`src/rtl/kbh_pkg.sv`:
```
package kbh_pkg;
  typedef enum logic [1:0] {
    HS_IDLE = 2'd0,
    HS_SEL  = 2'd1,
    HS_XFER = 2'd2,
    HS_ACKW = 2'd3
  } hs_state_e;
endpackage

```
`src/rtl/kbh_handshake.sv`:
```
module kbh_handshake
  import kbh_pkg::*;
#(
  parameter int DATA_W = 8,
  parameter logic [DATA_W-1:0] DEV_ADDR = 8'h2C
) (
  input  logic              clk,
  input  logic              rst_n,
  input  logic              kb_strobe_i,
  input  logic [DATA_W-1:0] kb_code_i,
  input  logic              poll_i,
  input  logic              iod_i,
  input  logic              rep_req_i,
  output logic              kb_rise_o,
  output logic              claim_o,
  output logic              claim_rep_o,
  output logic              kb_done_o,
  output logic              kb_ack_o,
  output logic [DATA_W-1:0] bus_data_o,
  output logic              bus_oe_o
);
  hs_state_e         st;
  logic              strobe_q;
  logic              rep_xfer;
  logic [DATA_W-1:0] code_q;

  assign kb_rise_o   = kb_strobe_i && !strobe_q;
  assign claim_o     = (st == HS_IDLE) && poll_i && (kb_strobe_i || rep_req_i);
  assign claim_rep_o = claim_o && !kb_strobe_i;
  assign kb_done_o   = (st == HS_ACKW) && !kb_strobe_i;

  always_ff @(posedge clk) begin
    if (!rst_n) begin
      st       <= HS_IDLE;
      strobe_q <= 1'b0;
      rep_xfer <= 1'b0;
      code_q   <= '0;
    end else begin
      strobe_q <= kb_strobe_i;
      unique case (st)
        HS_IDLE: if (claim_o) begin
          st       <= HS_SEL;
          rep_xfer <= !kb_strobe_i;
          if (kb_strobe_i) code_q <= kb_code_i;
        end
        HS_SEL:  if (iod_i) st <= HS_XFER;
        HS_XFER: if (!iod_i) st <= rep_xfer ? HS_IDLE : HS_ACKW;
        HS_ACKW: if (!kb_strobe_i) st <= HS_IDLE;
        default: st <= HS_IDLE;
      endcase
    end
  end

  assign bus_oe_o   = (st == HS_SEL) || (st == HS_XFER);
  assign bus_data_o = (st == HS_XFER) ? code_q : DEV_ADDR;
  assign kb_ack_o   = ((st == HS_XFER) && !rep_xfer) || (st == HS_ACKW);

  // a repeat transfer never acknowledges the keyboard
  a_r8_rep_no_ack: assert property (@(posedge clk) disable iff (!rst_n)
    (st == HS_XFER && rep_xfer) |-> !kb_ack_o);
  // address phase persists until the data strobe
  a_r4_addr_hold: assert property (@(posedge clk) disable iff (!rst_n)
    (st == HS_SEL && !iod_i) |=> (st == HS_SEL));
endmodule

```
`src/rtl/kbh_holdoff.sv`:
```
module kbh_holdoff #(
  parameter int HOLD_CYC = 600
) (
  input  logic clk,
  input  logic rst_n,
  input  logic start_i,
  input  logic cancel_i,
  input  logic stop_i,
  output logic rep_en_o
);
  localparam int HW = $clog2(HOLD_CYC + 1);
  logic [HW-1:0] cnt;
  logic          active;
  logic          expire;

  assign expire = active && !cancel_i && !start_i && (cnt == '0);

  always_ff @(posedge clk) begin
    if (!rst_n) begin
      cnt      <= '0;
      active   <= 1'b0;
      rep_en_o <= 1'b0;
    end else begin
      if (cancel_i) active <= 1'b0;
      else if (start_i) begin
        active <= 1'b1;
        cnt    <= HW'(HOLD_CYC - 1);
      end else if (active) begin
        if (cnt == '0) active <= 1'b0;
        else cnt <= cnt - 1'b1;
      end
      if (stop_i) rep_en_o <= 1'b0;
      else if (expire) rep_en_o <= 1'b1;
    end
  end

  // repeat enable is never up while the hold-off is still timing
  a_r7_no_en_in_holdoff: assert property (@(posedge clk) disable iff (!rst_n)
    active |-> !rep_en_o);
endmodule

```
`src/rtl/kbh_repeat_seq.sv`:
```
module kbh_repeat_seq #(
  parameter int REP_CYC = 80,
  parameter int STAGES  = 3
) (
  input  logic clk,
  input  logic rst_n,
  input  logic en_i,
  input  logic claim_i,
  output logic req_o
);
  localparam int RW = $clog2(REP_CYC + 1);
  logic [RW-1:0]     div;
  logic              tick;
  logic [STAGES-1:0] sr;

  assign tick = en_i && (div == '0);

  always_ff @(posedge clk) begin
    if (!rst_n || !en_i) div <= RW'(REP_CYC - 1);
    else if (tick) div <= RW'(REP_CYC - 1);
    else div <= div - 1'b1;
  end

  for (genvar i = 0; i < STAGES; i++) begin : g_stage
    always_ff @(posedge clk) begin
      if (!rst_n || !en_i) sr[i] <= 1'b0;
      else if (i == 0) sr[i] <= tick;
      else sr[i] <= sr[(i > 0) ? i - 1 : 0];
    end
  end

  always_ff @(posedge clk) begin
    if (!rst_n || !en_i) req_o <= 1'b0;
    else if (sr[STAGES-1]) req_o <= 1'b1;
    else if (claim_i) req_o <= 1'b0;
  end

  // a request only appears after a tick has left the last stage
  a_r9_req_from_seq: assert property (@(posedge clk) disable iff (!rst_n)
    $rose(req_o) |-> $past(sr[STAGES-1]));
  // the ticks are far apart, so at most one is in the sequencer
  a_r9_one_in_flight: assert property (@(posedge clk) disable iff (!rst_n)
    (REP_CYC > STAGES) |-> $onehot0(sr));
endmodule

```
`src/rtl/kbd_autorepeat.sv`:
```
module kbd_autorepeat #(
  parameter int DATA_W   = 8,
  parameter logic [DATA_W-1:0] DEV_ADDR = 8'h2C,
  parameter int CLK_HZ   = 125_000_000,
  parameter int HOLD_DIV = 2,
  parameter int REP_HZ   = 15
) (
  input  logic              clk,
  input  logic              rst_n,
  input  logic              kb_strobe_i,
  input  logic [DATA_W-1:0] kb_code_i,
  input  logic              poll_i,
  input  logic              iod_i,
  output logic              kb_ack_o,
  output logic [DATA_W-1:0] bus_data_o,
  output logic              bus_oe_o
);
  localparam int HOLD_CYC = CLK_HZ / HOLD_DIV;
  localparam int REP_CYC  = CLK_HZ / REP_HZ;

  logic kb_rise, claim, claim_rep, kb_done, rep_en, rep_req;

  kbh_handshake #(.DATA_W(DATA_W), .DEV_ADDR(DEV_ADDR)) u_hs (
    .clk, .rst_n, .kb_strobe_i, .kb_code_i, .poll_i, .iod_i,
    .rep_req_i(rep_req), .kb_rise_o(kb_rise), .claim_o(claim),
    .claim_rep_o(claim_rep), .kb_done_o(kb_done),
    .kb_ack_o, .bus_data_o, .bus_oe_o);

  kbh_holdoff #(.HOLD_CYC(HOLD_CYC)) u_hold (
    .clk, .rst_n, .start_i(kb_done), .cancel_i(kb_rise || claim),
    .stop_i(kb_rise), .rep_en_o(rep_en));

  kbh_repeat_seq #(.REP_CYC(REP_CYC), .STAGES(3)) u_rep (
    .clk, .rst_n, .en_i(rep_en), .claim_i(claim_rep), .req_o(rep_req));

  // the bus is only taken up in answer to a poll
  a_r3_oe_after_poll: assert property (@(posedge clk) disable iff (!rst_n)
    $rose(bus_oe_o) |-> $past(poll_i));
  // acknowledge is dropped only once the keyboard strobe is low
  a_r6_ack_release: assert property (@(posedge clk) disable iff (!rst_n)
    $fell(kb_ack_o) |-> !$past(kb_strobe_i));
endmodule

```
`config.mk`:
```
export PLATFORM = sky130hd
export DESIGN_NAME = kbd_autorepeat
export DESIGN_NICKNAME = d
export VERILOG_FILES = /design/src/rtl/kbh_pkg.sv /design/src/rtl/kbh_handshake.sv /design/src/rtl/kbh_holdoff.sv /design/src/rtl/kbh_repeat_seq.sv /design/src/rtl/kbd_autorepeat.sv
export SDC_FILE = /design/constraint.sdc
export NUM_CORES = 1
export LEC_CHECK = 0
export CAP_MARGIN = 20
export CORE_AREA = 10 10 135 100
export DETAILED_ROUTE_END_ITERATION = 16
export DIE_AREA = 0 0 145 110
export GPL_TIMING_DRIVEN = 1
export MAX_ROUTING_LAYER = met4
export PLACE_DENSITY = 0.54
export RECOVER_POWER = 50
export SYNTH_ARGS = -nofsm -noshare
export SYNTH_HDL_FRONTEND = slang
export SYNTH_SLANG_ARGS = --single-unit
```
`constraint.sdc`:
```
create_clock -name clk -period 3.3 [get_ports clk]
set_input_delay 0.33 -clock clk [delete_from_list [all_inputs] [get_ports clk]]
set_output_delay 0.33 -clock clk [all_outputs]
set_load 0.01 [all_outputs]
```
* Yosys cells after proc, flatten, opt, wreduce, memory -nomap -nowiden
Cells that the tools add are included.
W data, S select, Z words.
** Word-level totals
- Bits in latches :: 0
- Memories kept :: 0
- Memory bits (writable) :: 0
- Register bits :: 67
- Output and inout port bits :: 10
- Memory bits (read-only) :: 0
** Cells by class
- Order comparisons :: 0
- Shift operators :: 0
- Bitwise operators :: 2
- Divide/modulo/power cells :: 0
- Add/sub/neg operators :: 2
- Multiply operators :: 0
- Reductions and logical operators :: 34
- Equal/unequal tests :: 8
- Mux-type cells :: 15
** Operators with widths (count)
- $mux W26 :: 3
- $logic_not A26 Y1 :: 1
- $sub A26 B1 Y26 const B :: 1
- $logic_not A23 Y1 :: 1
- $sub A23 B1 Y23 const B :: 1
- $logic_and A1 B1 Y1 :: 10
- $mux W2 :: 5
- $mux W8 :: 1
- $ne A2 B2 Y1 const B :: 4
- $pmux W2 S4 :: 1
- $logic_not A1 Y1 :: 7
- $reduce_and A3 Y1 :: 2
- $reduce_or A2 Y1 :: 3
- $logic_or A1 B1 Y1 :: 5
- $mux W1 :: 5
- $eq A2 B2 Y1 const B :: 2
- $reduce_and A4 Y1 :: 1
- $reduce_bool A2 Y1 :: 2
- $eq A2 B1 Y1 const B :: 1
- $logic_not A2 Y1 :: 1
- $ne A2 B1 Y1 const B :: 1
- $not A1 Y1 :: 2
- $reduce_and A2 Y1 :: 1

* Logic depth before layout (Yosys ltp)
Gate-level depths: netlist (run 1).
- Word-level depth :: 8
- Gate-level depth with buffers :: 9
- Mapped depth without buffers :: 7

* Cells and area by module
From an unflattened synthesis (run 1), not the netlist that was laid out.
** Unflattened totals
- Cell total of the unflattened synthesis :: 400
- Area, all modules :: 3510.9 µm²
** By module, submodules not included
- kbh_holdoff :: area each 1540.2 µm², cells an instance 183, seq. area each 560.5 µm², times used 1
- kbh_repeat_seq :: area each 1280.0 µm², cells an instance 141, seq. area each 540.5 µm², times used 1
- kbh_handshake :: area each 684.4 µm², cells an instance 75, seq. area each 240.2 µm², times used 1
- kbd_autorepeat :: area each 6.3 µm², cells an instance 1, seq. area each 0.0 µm², times used 1

* Worst setup path before layout (run 1)
OpenSTA, ideal clock, no wires.
- Kind :: register to register
- Start :: register u_hold.cnt[0]
- End :: register u_hold.cnt[18]
- Cell stages (with the launch flop) :: 9
- Arrival :: 2.403 ns
- Slack :: 0.827 ns
- Cells stage by stage :: dfxtp_1 > inv_1 > ha_1 > or3b_2 > or3_4 > or3_4 > buf_6 > or4_1 > a21oi_1
** Between the ends
- Cells in the longest elaborated chain, start to end :: 4
- Elaborated cells between the ends (all ways) :: 7
- Classes of those cells :: add/sub (1); eq/ne (1); mux (3); reduce/logical (2)
** Ends and longest elaborated chain
- start, declared :: RTL line kbh_holdoff.sv:12 : logic [HW-1:0] cnt;
- start signal, assigned :: RTL line kbh_holdoff.sv:27 : cnt <= HW'(HOLD_CYC - 1);
- start signal, assigned :: RTL line kbh_holdoff.sv:30 : else cnt <= cnt - 1'b1;
- $sub A26 B1 Y26 :: RTL line kbh_holdoff.sv:30
- $mux W26 :: RTL line kbh_holdoff.sv:29 : if (cnt == '0) active <= 1'b0;
- $mux W26 :: RTL line kbh_holdoff.sv:28 : end else if (active) begin
- $mux W26 :: RTL line kbh_holdoff.sv:25 : else if (start_i) begin
Several ways; a longest one is shown, not always the timed one. The select of a mux whose other input is x is not followed.
A chain may end at the register's enable or synchronous reset.

* Worst setup path after layout (run 1)
- Start :: register u_hold.cnt[0]
- End :: register u_hold.cnt[0]
Same word-level chain as after synthesis.

==> reports/summary.txt, run 1 <==
Total number of nets in the final design: 418
Post-Synthesis Net Count: 394
Gates resized, CTS repair: 0
Warnings, synthesis: 0
Element type at the critical path end: register
DIE AREA: 0.0160 mm^2
ANT nets after route: 0
Via count of the first global-routing pass: 2625
Number of DRC violations after detailed routing: 0
Area added between synthesis and finish: 20.7%
Pwr Density: 613 mW/mm^2
Routability Congestion: 0.825
Final Hold Violating Endpoints: 0
Tcrit/Tclk final: 85.5%
Area share of the largest cell type after synthesis: 41.7%
Vias per std cell: 5.08
Antenna violations before repair: 0
Final period demand of the worst path: 2820 ps
Cell accounting for the most synthesized area: sky130_fd_sc_hd__dfxtp_1
Detailed-route wire length: 7890 um
Total of flip-flops plus latches after synthesis: 67
Global-route wire length before repair: 13200 um
Measured slew at the worst slew-check pin: 815 ps
Static leakage power: 0.00135 uW
Final max-slew violation count: 0
Kind of start point of the critical path: register
Fraction of layout cells with a size suffix above 1: 7.46%
RSZ-0062 raised after global routing: false
Pre-antenna DRT Iters: 4
Worst Hold Class: reg -> reg
Setup slack on the worst flop-to-flop path: 480 ps
Hold Path Cell Cnt: 2
Maximum operating frequency: 355 MHz
Initial Utilization: 29.6%
Level count of the clock H-tree: 3
Most frequent cells after synthesis: 67 x sky130_fd_sc_hd__dfxtp_1, 41 x sky130_fd_sc_hd__nand2_1, 29 x sky130_fd_sc_hd__nor2_1, 26 x sky130_fd_sc_hd__or4_1, 20 x sky130_fd_sc_hd__a21oi_1
Quantity of hold-fixing buffers added after cts: 0
Cell chosen for the clock root: sky130_fd_sc_hd__clkbuf_16
Number of buffers inserted by port buffering: 22
Gate count of the mapped netlist: 373
Mapped cell area: 0.00321 mm^2
Mean routed wirelength per cell: 14.2 um
Final number of setup-violating endpoints: 0
Final-layout fill cell count: 1138
Tightest hold margin: 438 ps
Startpoint-to-endpoint class of the critical path: reg -> reg
Max-cap check violation count: 0
Cts bufs inserted: 9
Buffer levels on the longest clock path: 2
Core ar.: 0.0109 mm^2
Placed wire-length estimate: 5500 um
Site Rows: 32
Arrival time of the worst setup path: 3040 ps
EDFF count, synth: 0
Post-CTS setup buffer count: 0
I/O pin count: 23
Top fanout value on the critical path: 11
Clock-pin slew of the registers on the worst-case setup and hold paths: 50 ps
Chip Width: 145 um
CP required: 3520 ps
All-layer global routing usage: 10.3%
Share of synthesized area occupied by flip-flops and latches: 41.7%
Count leader, synth: sky130_fd_sc_hd__dfxtp_1
Length in cells of the worst reg-to-reg path: 8
Result of the run: finished clean
Worst rel slew slack: 45.5%
Sink count of the clock tree: 67
Initial detailed-routing violation count: 211
Maximum vdd ir drop: 0.318 mV
Clock tree from TritonCTS: yes
TNS Setup: 0 ps
Maximum number of pins on one net before global-route repair: 23
Yosys cell types: 42
Synth top area cells: sky130_fd_sc_hd__dfxtp_1 42%, sky130_fd_sc_hd__or4_1 6.1%, sky130_fd_sc_hd__nand2_1 4.8%
Total global routing overflow: 0
Worst clock skew on the final layout: 5.72 ps
Worst-Skew Late Latency: 340 ps
Mean instance size in the synthesized netlist: 8.61 um^2
Vertical extent of the die: 110 um
Total number of vias: 2822
Diode count: 0
Most common flop cell mapped by yosys: sky130_fd_sc_hd__dfxtp_1
Share of flip-flops with an asynchronous set or reset: 0%
==> where the power goes <==
group          total [uW]  switching [uW]  internal, uW
registers             871            28.2           843
clock network        1010             379           629
logic                 499             318           181
total                2380             725          1650
==> metrics by stage <==
step / utilization (%) / cells / area, um^2 / power [uW] / setup WS, ps
floorplan: - / 373 / 3210 / 1260 / 827
global placement: 33.1 / 539 / 3600 / 1410 / 736
detailed placement: 33.1 / 539 / 3600 / 1420 / 671
CTS: 36.0 / 555 / 3910 / 2430 / 622
global route: 35.7 / 555 / 3880 / 2500 / 358
finish: 35.7 / 555 / 3880 / 2380 / 480
==> routing by layer <==
layer	up-vias	wire length (um)	part of all wire, %	track usage, %
met2	43	3290	42	14.3
met5	-	0	0	-
met1	1347	4140	53	13.8
met4	0	144	1.8	5.09
met3	11	306	3.9	2.44
li1	1421	-	-	-
==> critical path: stages, from the launching register on <==
cell and delay, ps:
sky130_fd_sc_hd__dfxtp_1 330, sky130_fd_sc_hd__inv_1 70, sky130_fd_sc_hd__ha_1 160, sky130_fd_sc_hd__or3b_2 510, sky130_fd_sc_hd__or3_1 460, sky130_fd_sc_hd__nor4_1 310, sky130_fd_sc_hd__clkbuf_1 410, sky130_fd_sc_hd__nor2_1 140
sky130_fd_sc_hd__o311a_1 310
==> layout by cell type, fill, tap and decap left out, types with 3 or more instances in the layout <==
master and instances:
sky130_fd_sc_hd__o21ai_0 6, sky130_fd_sc_hd__a21oi_1 20, sky130_fd_sc_hd__mux2i_1 3, sky130_fd_sc_hd__nand2b_1 9, sky130_fd_sc_hd__o21a_1 3, sky130_fd_sc_hd__o31ai_1 16
sky130_fd_sc_hd__ha_1 8, sky130_fd_sc_hd__and2_1 7, sky130_fd_sc_hd__nand3_1 10, sky130_fd_sc_hd__nor3_1 10, sky130_fd_sc_hd__dlygate4sd3_1 10, sky130_fd_sc_hd__buf_4 4
sky130_fd_sc_hd__xor2_1 5, sky130_fd_sc_hd__nor4_1 12, sky130_fd_sc_hd__nand2_1 41, sky130_fd_sc_hd__inv_1 11, sky130_fd_sc_hd__a31oi_1 13, sky130_fd_sc_hd__or2_2 5
sky130_fd_sc_hd__or4_1 26, sky130_fd_sc_hd__xnor2_1 12, sky130_fd_sc_hd__clkdlybuf4s50_1 12, sky130_fd_sc_hd__clkbuf_1 3, sky130_fd_sc_hd__clkbuf_16 9, sky130_fd_sc_hd__or3_1 16
sky130_fd_sc_hd__and3_1 5, sky130_fd_sc_hd__nor2_1 29, sky130_fd_sc_hd__dfxtp_1 67
==> state kept, by name, indices dropped and copies added, names as in the netlist <==
signal,cells
u_hs.rep_xfer,1
u_hs.strobe_q,1
u_hold.cnt,26
u_rep.req_o,1
u_hs.st,2
u_hold.active,1
u_hs.code_q,8
u_hold.rep_en_o,1
u_rep.div,23
u_rep.sr,3
==> path summary, 6_finish.rpt <==
kind / startpoint / end
worst min-delay path: u_rep.sr[2] / u_rep.req_o
worst max-delay path: u_hold.cnt[0] / u_hold.cnt[0]
worst min register to register: u_rep.sr[2] / u_rep.req_o
worst max register to register: u_hold.cnt[0] / u_hold.cnt[0]
==> kinds of logic after synthesis <==
family | synth area share, %
AO/OA/AOI/OAI | 14.5
multiplexers | 1.29
flip-flops | 41.7
adder cells (fa/ha/maj) | 3.12
buffers and inverters | 3.82
XOR/XNOR | 4.63
AND/OR/NAND/NOR | 30.9
==> area by class of cell <==
class,instances,area (um^2),area share [%]
repair buffers,29,262,6.74
clock inverters,5,60.1,1.55
inverters,11,41.3,1.06
clock buffers,11,253,6.52
flip-flops and latches,67,1340,34.6
multi-input cells,279,1730,44.6
well taps,153,191,4.94
Power figures use the tool's default switching activity.
==> run 2, diff against run 1 <==
--- a/config.mk
+++ b/config.mk
@@ -6,12 +6,11 @@
 export NUM_CORES = 1
 export LEC_CHECK = 0
 export CAP_MARGIN = 20
-export CORE_AREA = 10 10 135 100
+export CORE_AREA = 2 2 127 92
 export DETAILED_ROUTE_END_ITERATION = 16
-export DIE_AREA = 0 0 145 110
+export DIE_AREA = 0 0 129 94
 export GPL_TIMING_DRIVEN = 1
 export MAX_ROUTING_LAYER = met4
-export PLACE_DENSITY = 0.54
 export RECOVER_POWER = 50
 export SYNTH_ARGS = -nofsm -noshare
 export SYNTH_HDL_FRONTEND = slang
==> run 2 against run 1 <==
Global-route usage grew 2.8 points. Critical path depth down 1. Worst hold slack got worse by 6.6 ps. Wire length down 8.0%. Via count down 1.9%. First-iteration DRC count is 19% lower. Clock-buffer cell count decreased by 1. Sequential power barely moved. Power shrank 1.0%. Non-clock buffer count fell by 1. Register-to-register slack improved by 120 ps. Critical endpoint is now u_hold.cnt[16]. Largest cell class unchanged. Largest power group unchanged.
==> reports/summary.txt, run 2 (synthesis gave the netlist of run 1 again) <==
Result of the run: finished clean
ANT nets after route: 0 (unchanged)
All-layer global routing usage: 13.2% (+2.8 points)
Maximum operating frequency: 370 MHz (+4.4%)
Startpoint-to-endpoint class of the critical path: reg -> reg
Core ar.: 0.0109 mm^2 (unchanged)
Clock tree from TritonCTS: yes
Antenna violations before repair: 0 (unchanged)
I/O pin count: 23 (unchanged)
Post-CTS setup buffer count: 0 (unchanged)
RSZ-0062 raised after global routing: false
Routability Congestion: 0.783 (-5.1%)
Pwr Density: 607 mW/mm^2 (-1.1%)
Total number of nets in the final design: 417 (-0.24%)
GRT met3 Usage: 4.33% (+1.9 points)
Maximum number of pins on one net before global-route repair: 25 (+8.7%)
Vertical extent of the die: 94 um (-15%)
Met2 track demand over resource in global routing: 18.4% (+4.1 points)
Post-detailed-placement cell area: 0.00360 mm^2 (+0.14%)
Global-route wire length before repair: 12300 um (-6.7%)
Fin area: 0.00388 mm^2 (about the same)
Final standard cell utilization of the core: 35.7% (about the same)
Ordered cell list for the critical path: inv_1 > ha_1 > or3b_2 > or3_1 > or3_4 > or4_1 > a31oi_1
Quantity of hold-fixing buffers added after cts: 0 (unchanged)
Kind of start point of the critical path: register
Site Rows: 32 (unchanged)
Element type at the critical path end: register
Final Hold Violating Endpoints: 0 (unchanged)
Total global routing overflow: 0 (unchanged)
Worst rel slew slack: 17.4% (-28 points)
Sink count of the clock tree: 67 (unchanged)
Initial Utilization: 29.6% (unchanged)
Pre-antenna DRT Iters: 4 (unchanged)
Cts bufs inserted: 9 (unchanged)
Buffer levels on the longest clock path: 2 (unchanged)
Diode count: 0 (unchanged)
Final-layout fill cell count: 1126 (-1.1%)
Vias per std cell: 5.00 (-1.7%)
Final period demand of the worst path: 2700 ps (-119 ps)
Max-cap check violation count: 0 (unchanged)
Number of buffers inserted by port buffering: 22 (unchanged)
Clock-pin slew of the registers on the worst-case setup and hold paths: 60 ps (about the same)
Number of flip-flops under the largest register name: 26 (unchanged)
TNS Setup: 0 ps (unchanged)
Initial detailed-routing violation count: 170 (-19%)
Final number of setup-violating endpoints: 0 (unchanged)
Mean routed wirelength per cell: 13.1 um (-7.8%)
Cell chosen for the clock root: sky130_fd_sc_hd__clkbuf_16
CP peak stage delay: 510 ps (about the same)
Tightest hold margin: 431 ps (-6.60 ps)
CP required: 3540 ps (+20 ps)
Largest registers in the final layout: u_hold.cnt x26, u_rep.div x23, u_hs.code_q x8
Slowest cell on crit path: sky130_fd_sc_hd__or3b_2
Total power draw: 2350 uW (-1.0%)
Number of DRC violations after detailed routing: 0 (unchanged)
Arrival time of the worst setup path: 2950 ps (-90 ps)
Biggest register: u_hold.cnt
Via count of the first global-routing pass: 2566 (-2.2%)
Area added between synthesis and finish: 20.7% (about the same)
Worst Hold Class: reg -> reg
Measured slew at the worst slew-check pin: 1240 ps (+424 ps)
Placed wire-length estimate: 5100 um (-7.2%)
Static leakage power: 0.00134 uW (-1.1%)
Worst-Skew Late Latency: 330 ps (about the same)
Grt peak-use layer: met2
Detailed-route wire length: 7260 um (-8.0%)
Top library cells by usage in the layout, fill and taps aside: 67 x sky130_fd_sc_hd__dfxtp_1, 41 x sky130_fd_sc_hd__nand2_1, 29 x sky130_fd_sc_hd__nor2_1
Worst clock skew on the final layout: 6.50 ps (+0.776 ps)
Gates resized, CTS repair: 0 (unchanged)
Total number of vias: 2769 (-1.9%)
Met1 demand-to-capacity share in global routing: 18.0% (+4.2 points)
Top fanout value on the critical path: 12 (+1)
Chip Width: 129 um (-11%)
Tcrit/Tclk final: 81.8% (-3.6 points)
Final max-slew violation count: 0 (unchanged)
Maximum vdd ir drop: 0.311 mV (-2.2%)
Level count of the clock H-tree: 3 (unchanged)
Most common cell after layout, fill and taps aside: sky130_fd_sc_hd__dfxtp_1
Setup slack on the worst flop-to-flop path: 600 ps (+120 ps)
Fraction of layout cells with a size suffix above 1: 7.23% (-0.23 points)
DIE AREA: 0.0121 mm^2 (-24%)
[run 2: changes by cell type in the layout (fill, tap and decap cells not counted), sizes merged]
cell and change:
dlygate4sd3 -3, clkinv +1, clkbuf -1, buf -1, clkdlybuf4s50 +3
[run 2: worst max-delay path, delay by kind of cell, from the launching register on]
| kind | cells | cell delay, ps |
|---|---|---|
| AO/OA/AOI/OAI | 1 | 160 |
| adder cells (fa/ha/maj) | 1 | 150 |
| buffers and inverters | 1 | 70 |
| flip-flops | 1 | 320 |
| AND/OR/NAND/NOR | 4 | 1910 |
[run 2: final cells by class]
type | count | area, um^2 | area share (%)
multi-input cells | 279 | 1740 | 45.0
inverters | 11 | 41.3 | 1.06
well taps | 153 | 191 | 4.94
repair buffers | 28 | 267 | 6.87
clock inverters | 6 | 65.1 | 1.68
flip-flops and latches | 67 | 1340 | 34.6
clock buffers | 10 | 229 | 5.90
[run 2: final timing paths]
check | start | endpoint | cells past startpoint
worst max-delay path | u_hold.cnt[0] | u_hold.cnt[16] | 7
worst min-delay path | u_rep.sr[2] | u_rep.req_o | 2
worst max register to register | u_hold.cnt[0] | u_hold.cnt[16] | 7
worst min register to register | u_rep.sr[2] | u_rep.req_o | 2
[run 2: metrics by stage]
stage | cells | worst slack [ps]
floorplan | 373 | 827
global placement | 538 | 704
detailed placement | 538 | 649
CTS | 554 | 639
global route | 554 | 443
finish | 554 | 599
[run 2: where the power goes]
part / internal, uW / switching (uW)
Clock: 586 / 363
Combinational: 212 / 320
Sequential: 843 / 29.2
[run 2: routing by layer]
metal  routed length [um]  share of wire, %  vias to the layer above
li1                     -                 -                     1418
met1                 3740                51                     1291
met2                 3050                42                       51
met3                  389               5.4                        9
met4                   78               1.1                        0
met5                    0                 0                        -
